===== src/rtl/prefetch_pkg.sv =====
package prefetch_pkg;

  // Strobes sent from the control to the datapath each cycle.
  typedef struct packed {
    logic push;   // write memRspData into the tail slot, advance fetch pointer
    logic pop;    // advance the head slot
    logic flush;  // reset slot indices, load fetch pointer from target
  } pfStrobes_t;

endpackage


===== src/rtl/prefetch_ctrl.sv =====
module prefetch_ctrl
  import prefetch_pkg::*;
#(
  parameter int DEPTH = 6,
  parameter int CW    = $clog2(DEPTH + 1)
) (
  input  logic          clk,
  input  logic          rstN,
  input  logic          flushValid,
  input  logic          memReqReady,
  input  logic          memRspValid,
  input  logic          byteReady,
  output logic          memReqValid,
  output logic          byteValid,
  output logic [CW-1:0] pendingCnt,
  output pfStrobes_t    strobes
);

  localparam logic [CW:0] DEPTH_W = (CW + 1)'(DEPTH);

  logic [CW-1:0] count;     // bytes held
  logic [CW-1:0] pending;   // live reads in flight
  logic [CW-1:0] dropCnt;   // reads in flight whose responses are discarded
  logic [CW:0]   occupancy;
  logic          issue;
  logic          rspLive;
  logic          rspDrop;
  logic          pushEn;
  logic          popEn;

  // Every slot that is held or spoken for by an outstanding read.
  assign occupancy = {1'b0, count} + {1'b0, pending} + {1'b0, dropCnt};

  assign memReqValid = !flushValid && (occupancy < DEPTH_W);
  assign issue       = memReqValid && memReqReady;
  assign byteValid   = (count != '0);
  assign popEn       = byteValid && byteReady;
  assign rspDrop     = memRspValid && (dropCnt != '0);
  assign rspLive     = memRspValid && (dropCnt == '0);
  assign pushEn      = rspLive && !flushValid;

  always_comb begin
    strobes       = '0;
    strobes.push  = pushEn;
    strobes.pop   = popEn;
    strobes.flush = flushValid;
  end

  always_ff @(posedge clk or negedge rstN) begin
    if (!rstN) begin
      count   <= '0;
      pending <= '0;
      dropCnt <= '0;
    end else if (flushValid) begin
      count   <= '0;
      pending <= '0;
      dropCnt <= dropCnt + pending - CW'(memRspValid);
    end else begin
      count   <= count + CW'(pushEn) - CW'(popEn);
      pending <= pending + CW'(issue) - CW'(rspLive);
      dropCnt <= dropCnt - CW'(rspDrop);
    end
  end

  assign pendingCnt = pending;

endmodule


===== src/rtl/prefetch_dpath.sv =====
module prefetch_dpath
  import prefetch_pkg::*;
#(
  parameter int DEPTH = 6,
  parameter int AW    = 16,
  parameter int DW    = 8,
  parameter int CW    = $clog2(DEPTH + 1)
) (
  input  logic          clk,
  input  logic          rstN,
  input  pfStrobes_t    strobes,
  input  logic [AW-1:0] flushAddr,
  input  logic [CW-1:0] pendingCnt,
  input  logic [DW-1:0] memRspData,
  output logic [AW-1:0] memReqAddr,
  output logic [DW-1:0] byteData
);

  localparam int IW = (DEPTH > 1) ? $clog2(DEPTH) : 1;
  localparam logic [IW-1:0] LAST_IDX = IW'(DEPTH - 1);

  logic [DW-1:0] slots [DEPTH];
  logic [IW-1:0] wrIdx;
  logic [IW-1:0] rdIdx;
  logic [AW-1:0] fetchPtr;

  function automatic logic [IW-1:0] stepIdx(input logic [IW-1:0] idx);
    return (idx == LAST_IDX) ? '0 : idx + IW'(1);
  endfunction

  // One register per slot; only the tail slot loads on a push.
  for (genvar g = 0; g < DEPTH; g++) begin : gSlot
    always_ff @(posedge clk or negedge rstN) begin
      if (!rstN) begin
        slots[g] <= '0;
      end else if (strobes.push && (wrIdx == IW'(g))) begin
        slots[g] <= memRspData;
      end
    end
  end

  always_ff @(posedge clk or negedge rstN) begin
    if (!rstN) begin
      wrIdx    <= '0;
      rdIdx    <= '0;
      fetchPtr <= '0;
    end else if (strobes.flush) begin
      wrIdx    <= '0;
      rdIdx    <= '0;
      fetchPtr <= flushAddr;
    end else begin
      if (strobes.push) begin
        wrIdx    <= stepIdx(wrIdx);
        fetchPtr <= fetchPtr + AW'(1);
      end
      if (strobes.pop) begin
        rdIdx <= stepIdx(rdIdx);
      end
    end
  end

  assign memReqAddr = fetchPtr + AW'(pendingCnt);
  assign byteData   = slots[rdIdx];

endmodule


===== src/rtl/instr_prefetch_queue.sv =====
module instr_prefetch_queue
  import prefetch_pkg::*;
#(
  parameter int DEPTH  = 6,
  parameter int ADDR_W = 16,
  parameter int DATA_W = 8
) (
  input  logic              clk,
  input  logic              rstN,
  input  logic              flushValid,
  input  logic [ADDR_W-1:0] flushAddr,
  output logic              memReqValid,
  input  logic              memReqReady,
  output logic [ADDR_W-1:0] memReqAddr,
  input  logic              memRspValid,
  input  logic [DATA_W-1:0] memRspData,
  output logic              byteValid,
  input  logic              byteReady,
  output logic [DATA_W-1:0] byteData
);

  localparam int CW = $clog2(DEPTH + 1);

  pfStrobes_t    strobes;
  logic [CW-1:0] pendingCnt;

  prefetch_ctrl #(.DEPTH(DEPTH), .CW(CW)) ctrlU (
    .clk        (clk),
    .rstN       (rstN),
    .flushValid (flushValid),
    .memReqReady(memReqReady),
    .memRspValid(memRspValid),
    .byteReady  (byteReady),
    .memReqValid(memReqValid),
    .byteValid  (byteValid),
    .pendingCnt (pendingCnt),
    .strobes    (strobes)
  );

  prefetch_dpath #(.DEPTH(DEPTH), .AW(ADDR_W), .DW(DATA_W), .CW(CW)) dpathU (
    .clk        (clk),
    .rstN       (rstN),
    .strobes    (strobes),
    .flushAddr  (flushAddr),
    .pendingCnt (pendingCnt),
    .memRspData (memRspData),
    .memReqAddr (memReqAddr),
    .byteData   (byteData)
  );

endmodule


===== config.mk =====
export PLATFORM = sky130hd
export DESIGN_NAME = instr_prefetch_queue
export DESIGN_NICKNAME = d
export VERILOG_FILES = /design/src/rtl/prefetch_pkg.sv /design/src/rtl/prefetch_ctrl.sv /design/src/rtl/prefetch_dpath.sv /design/src/rtl/instr_prefetch_queue.sv
export SDC_FILE = /design/constraint.sdc
export NUM_CORES = 1
export LEC_CHECK = 0
export BUFFER_PORTS_ARGS = -buffer_cell sky130_fd_sc_hd__buf_4
export CAP_MARGIN = 20
export CORE_MARGIN = 1
export CORE_UTILIZATION = 50
export DETAILED_ROUTE_END_ITERATION = 10
export PLACE_DENSITY = 0.66
export SYNTH_ARGS = -nofsm -noshare
export SYNTH_HDL_FRONTEND = slang
export SYNTH_SLANG_ARGS = --single-unit
export TNS_END_PERCENT = 100

===== constraint.sdc =====
create_clock -name clk -period 3.9 [get_ports clk]
set_input_delay 0.195 -clock clk [delete_from_list [all_inputs] [get_ports clk]]
set_output_delay 0.195 -clock clk [all_outputs]
set_load 0.02 [all_outputs]

* Yosys cells after proc, flatten, opt, wreduce, memory -nomap -nowiden
Index checks and enable logic that the tools add are counted.
** Word-level totals
- Input port bits :: 30
- Logic and storage cells :: 67
- Register bits after elaboration :: 79
- Output and inout bits :: 26
** Cells by class
- Add/sub/neg operators :: 13
- Bitwise gates (word level) :: 1
- Muxes and demuxes :: 14
- $lt $le $gt $ge :: 2
- Reduce and logical (&&, ||, !) cells :: 19
- Eq/ne operators :: 6
** Operator list (count)
- two-way mux 16 bit :: 2
- two-way mux 3 bit :: 9
- binary-select mux 8 bit (select 3 bit) :: 1
- adder 16 x 1 -> 16 bit, second input constant :: 1
- adder 16 x 3 -> 16 bit :: 1
- two-way mux 8 bit :: 2
- logical AND 1 bit :: 12
- subtractor 3 x 1 -> 3 bit :: 4
- equality test 3 bit, second input constant :: 3
- adder 3 x 1 -> 3 bit :: 2
- adder 3 x 1 -> 3 bit, second input constant :: 2
- equality test 3 x 2 -> 1 bit, second input constant :: 2
- zero test 3 bit :: 2
- nonzero test 3 bit :: 2
- adder 3 x 3 -> 4 bit :: 1
- adder 4 x 3 -> 4 bit :: 1
- >= comparator 4 bit, second input constant :: 1
- less-than comparator 4 x 3 -> 1 bit, second input constant :: 1
- NOT 3 -> 4 bit :: 1
- nonzero test 2 bit :: 2
- adder 3 bit :: 1
- equality test 3 x 1 -> 1 bit, second input constant :: 1
- zero test 1 bit :: 1

* Depth between registers and ports, before layout
- Word-level depth :: 8
- Mapped depth :: 14
- Mapped depth without buffers :: 14

* Modules after synthesis
A second synthesis with hierarchy kept.
** Unflattened totals
- Cell total of the unflattened synthesis :: 385
- Area, all modules :: 4524.3 um^2
** By module, submodules not included
- prefetch_dpath :: times used 1, sequential area each 1751.7 um^2, area each 3749.8 um^2, cells an instance 311
- prefetch_ctrl :: times used 1, sequential area each 225.2 um^2, area each 774.5 um^2, cells an instance 74

* Worst setup path before layout
Ideal clock, no wire load.
- Path kind :: flip-flop to flip-flop
- From :: reg ctrlU.pending[1], in the netlist ctrlU.pendingCnt[1]
- To :: reg ctrlU.pending[2], in the netlist ctrlU.pendingCnt[2]
- Stages on the path, launching flop included :: 15
- Path buffers :: 0
- Setup time :: 132 ps
- Slack :: 601 ps
- Clock period less this slack :: 3299 ps
- Required time :: 3768 ps
- Arrival time :: 3167 ps
- Cells stage by stage :: dfrtp_1 inv_1 fa_1 inv_1 ha_1 inv_1 fa_1 nor2b_1 nor3_1 and2_1 ha_1 inv_1 fa_1 xnor2_1 nor2_1
** On the way
- Word-level cells in the longest chain between the ends :: 8
** RTL lines
- from (decl) :: line prefetch_ctrl.sv:22 : logic [CW-1:0] pending;
- from (signal assigned) :: line prefetch_ctrl.sv:60 : pending <= pending + CW'(issue) - CW'(rspLive);
- adder 3 x 3 -> 4 bit :: line prefetch_ctrl.sv:32 : assign occupancy = {1'b0, count} + {1'b0, pending} + {1'b0, dropCnt};
- adder 4 x 3 -> 4 bit :: line prefetch_ctrl.sv:32
- less-than comparator 4 x 3 -> 1 bit :: line prefetch_ctrl.sv:34 : assign memReqValid = !flushValid && (occupancy < DEPTH_W);
- logical AND 1 bit :: line prefetch_ctrl.sv:34
- via memReqValid :: line instr_prefetch_queue.sv:12 : output logic memReqValid,
- logical AND 1 bit :: line prefetch_ctrl.sv:35 : assign issue = memReqValid && memReqReady;
- adder 3 x 1 -> 3 bit :: line prefetch_ctrl.sv:60
- subtractor 3 x 1 -> 3 bit :: line prefetch_ctrl.sv:60
- two-way mux 3 bit :: line prefetch_ctrl.sv:54 : end else if (flushValid) begin
The timed path passes the listed nets, and every way through them passes these cells.
A chain may end at the register's enable or synchronous reset.

* Worst setup path in the final report
- From :: reg ctrlU.pending[1], in the netlist ctrlU.pendingCnt[1]
- To :: reg ctrlU.pending[2], in the netlist ctrlU.pendingCnt[2]
** On the way
- Word-level cells in the longest chain between the ends :: 8
** RTL lines (line)
- adder 3 x 3 -> 4 bit :: prefetch_ctrl.sv:32
- adder 4 x 3 -> 4 bit :: prefetch_ctrl.sv:32
- less-than comparator 4 x 3 -> 1 bit :: prefetch_ctrl.sv:34
- logical AND 1 bit :: prefetch_ctrl.sv:34
- logical AND 1 bit :: prefetch_ctrl.sv:35
- adder 3 x 1 -> 3 bit (*) :: prefetch_ctrl.sv:60
- subtractor 3 x 1 -> 3 bit (*) :: prefetch_ctrl.sv:60
- two-way mux 3 bit (*) :: prefetch_ctrl.sv:54
Mark *: on every way between the ends. The rest lies on a longest branch, timed or not.

==> results.md <==
- Post-Syn Nets: 448
- Crit Reg-Reg Startpoint: ctrlU.pendingCnt[1]
- Residual DRC count: 0
- FMAX: 316.5 MHz
- Hpwl dp: 6.061 mm
- Psw: 1.044 mW
- Post-synth EDFFs: 0
- Dominant cell type by area after synthesis: dfrtp_1
- CP endpoint kind: flip-flop
- Initial Utilization: 51.60%
- CP dominant cell by count: inv_1
- Rel. slew slack: 60.20%
- Gate power share: 40.6%
- Vias per inst: 5.405
- Crit-path max FO: 4
- Final Hold Vio Count: 0
- CP Class: flip-flop to flip-flop
- Post-Synthesis Mean Instance Area: 11.34 µm²
- CTS root buf: clkbuf_8
- Top FF cell, synth: dfrtp_1
- Post-Syn Area: 4478 µm²
- Number of port buffers: 55
- GRT Util Overall: 20.26%
- Clock skew: 0.01152 ns
- Clock share of power: 22.3%
- Warnings from Yosys: 0
- CTS buffer count: 9
- Final core utilization: 59.80%
- Setup TNS: 0 ns
- Peak VDD IR: 0.2192 mV
- Largest net degree at the start of global routing: 80
- H-Tree Depth: 3
- Reg2reg end: ctrlU.pendingCnt[2]
- Setup violators final: 0
- Post-synthesis cell count: 395
- Flops & latches, synth: 79
- Outcome: completed
- CTS resizes: 0
- Max-cap violation count: 0
- R2R depth: 14
- # diodes: 0
- Post-route ant nets: 0
- Worst hold start: flushAddr[8]
- Cell leakage power: 2.420 nW
- Worst skew pair latency: 0.35 ns
- Vias: 3005
- Total gr overflow: 0
- Hold WC Path Type: primary input to flip-flop
- Initial detailed-routing violation count: 88
- Yosys top cell area share: 44.15%
- Final WL: 8.862 mm
- Nets: 497
- Height of the chip: 96.64 µm
- Post-layout minimum cycle time: 3.159 ns
- Startpoint type of the worst setup path: flip-flop
- Reg clk slew, reported paths: 0.08 ns
- # IOs: 56
- Register area share after synthesis: 44.15%
- Crit path DAT: 3.37 ns
- Die width: 96.64 µm
- CP startpoint: ctrlU.pendingCnt[1]
- Die Area: 9338 µm²
- Critical path's largest stage delay: 0.47 ns
- Total iterations of the first detailed-routing run: 4
- Least-Margin Pin Slew: 0.5970 ns
- Unique masters post-synth: 45
- Critical-path top delay cell: fa_1
- WP data required: 4.11 ns
- Via count of the first global-routing pass: 3025
- Routed len/inst: 15.94 µm
- Initial antenna violation count: 0
- First-pass GRT wire length: 14.97 mm
- Area growth, synth to finish: 15.90%
- Row count: 34
- Layout cells sized above 1: 31.03%
- Synth area leaders: dfrtp_1 (44%), mux2_2 (12%), xnor2_1 (4.9%)
- CTS Sinks: 79
- Reg2reg setup slack: 0.74 ns
- CTS Buffer Depth: 2
- RSZ-0062 raised after global routing: false
- Power after layout: 2.961 mW
- Gp weighted congestion: 0.8300
- Switching part of the total: 35.27%
- Cell Count, Final, Fillers Out: 556
- Core region area: 8678 µm²
- Power density cells: 570.6 nW/µm²
- Sequential power share: 37.1%
- Final worst slack: 0.7408 ns
- CTS tree: built
- Cells after DPL: 539
- Asr flop ratio synth: 100.0%
- Internal Power: 1.917 mW
- Final period util: 81.00%
- Max Slew Vio Count: 0
- Pre-CTS WS: 0.7689 ns
- Worst setup path endpoint: ctrlU.pendingCnt[2]
- Critical path, cell by cell: inv_1 > fa_1 > inv_1 > ha_1 > inv_1 > fa_1 > nor2b_1 > nor3_1 > and2_1 > ha_1 > inv_1 > fa_1 > xnor2_1 > nor2_1
[per-layer routing]
layer  track usage [%]  share of wire (%)  up-vias
met1             29.43                 49     1495
met2             30.77                 47       40
li1                  -                  -     1457
met5                 0                  0        -
met4             8.037                1.9        0
met3             2.890                2.3       13
[synthesized netlist by cell type, drive strengths merged, types with 8 or more instances]
cell type / number
inv: 29
o22ai: 8
mux4: 8
nand2: 33
nor3: 8
mux2i: 12
ha: 16
nor4: 9
o21ai: 17
dfrtp: 79
nor2b: 9
xnor2: 25
nor2: 17
clkbuf: 16
xor2: 11
mux2: 48
[what timing repair did]
action	4_1_cts	5_1_grt
hold buffers	0	1
endpoints found under the setup margin	0	0
buffers inserted	0	0
hold endpoints to repair	0	20
[cell usage in the layout, fill, tap and decap left out, types with 4 or more instances in the layout]
cell type  count
a21oi_1        7
buf_4         57
clkbuf_8       9
dfrtp_1       79
fa_1           7
ha_1          16
inv_1         29
mux2_2        48
mux2i_1       12
mux4_2         8
nand2_1       31
nand3_1        6
nand4_1        6
nor2_1        16
nor2b_1        9
nor3_1         6
nor4_1         5
o21ai_0       13
o21ai_1        4
o22ai_1        8
xnor2_1       25
xor2_1        11
[cells by family (layout without fill, tap and decap cells)]
logic type | Yosys count | in the layout | synth area share (%)
simple gates | 99 | 99 | 12.71
flops | 79 | 79 | 44.15
mux | 68 | 68 | 18.78
buf+inv | 51 | 104 | 4.722
compound gates | 39 | 39 | 5.002
xor+xnor | 36 | 36 | 7.041
fa+ha+maj | 23 | 23 | 7.600
[how the worst min path moves through the flow]
stage	end	slack (ns)	cells after the start
final	dpathU.fetchPtr[8]	0.05	3
after global routing	dpathU.fetchPtr[7]	0.07	3
after CTS	dpathU.slots[43]	0.04	1
after detailed placement	dpathU.fetchPtr[5]	0.41	3
after global placement	dpathU.fetchPtr[6]	0.40	3
after floorplan	ctrlU.count[0]	-0.10	0
[flip-flops by register name, indices dropped and copies added (netlist names)]
name / cells
dpathU.slots: 48
dpathU.fetchPtr: 16
ctrlU.count: 3
ctrlU.dropCnt: 3
ctrlU.pendingCnt: 3
dpathU.rdIdx: 3
dpathU.wrIdx: 3
[power by group through the flow]
stage          Combinational [mW]  Clock (mW)  Sequential (mW)
2_1_floorplan               0.913           0             1.04
3_3_place_gp                 1.19           0             1.11
3_5_place_dp                 1.21           0             1.11
4_1_cts                      1.22       0.677             1.10
5_1_grt                      1.34       0.709             1.12
6_report                     1.20       0.661             1.10
[final cells by class]
| class | instances | area [µm²] |
|---|---|---|
| repair buffers | 59 | 465.4 |
| clock buffers | 10 | 127.6 |
| flip-flops and latches | 79 | 1977 |
| inverters | 30 | 112.6 |
| well taps | 108 | 135.1 |
| fillers | 742 | 3488 |
| clock inverters | 5 | 82.58 |
| multi-input cells | 265 | 2290 |
[per-stage QoR]
stage | cell area [µm²] | hold slack (ns)
after floorplan | 4478 | -0.1006
after global placement | 4942 | 0.4032
after detailed placement | 4942 | 0.4088
after CTS | 5152 | 0.03595
after global routing | 5190 | 0.06716
final | 5190 | 0.04583
[critical path: cells and delay by family (launching register included)]
kind | cells | cell delay, ns
xor+xnor | 1 | 0.17
fa+ha+maj | 5 | 1.56
buf+inv | 4 | 0.33
flops | 1 | 0.44
simple gates | 4 | 0.51
Note: power is estimated with default switching activity, not from simulation.
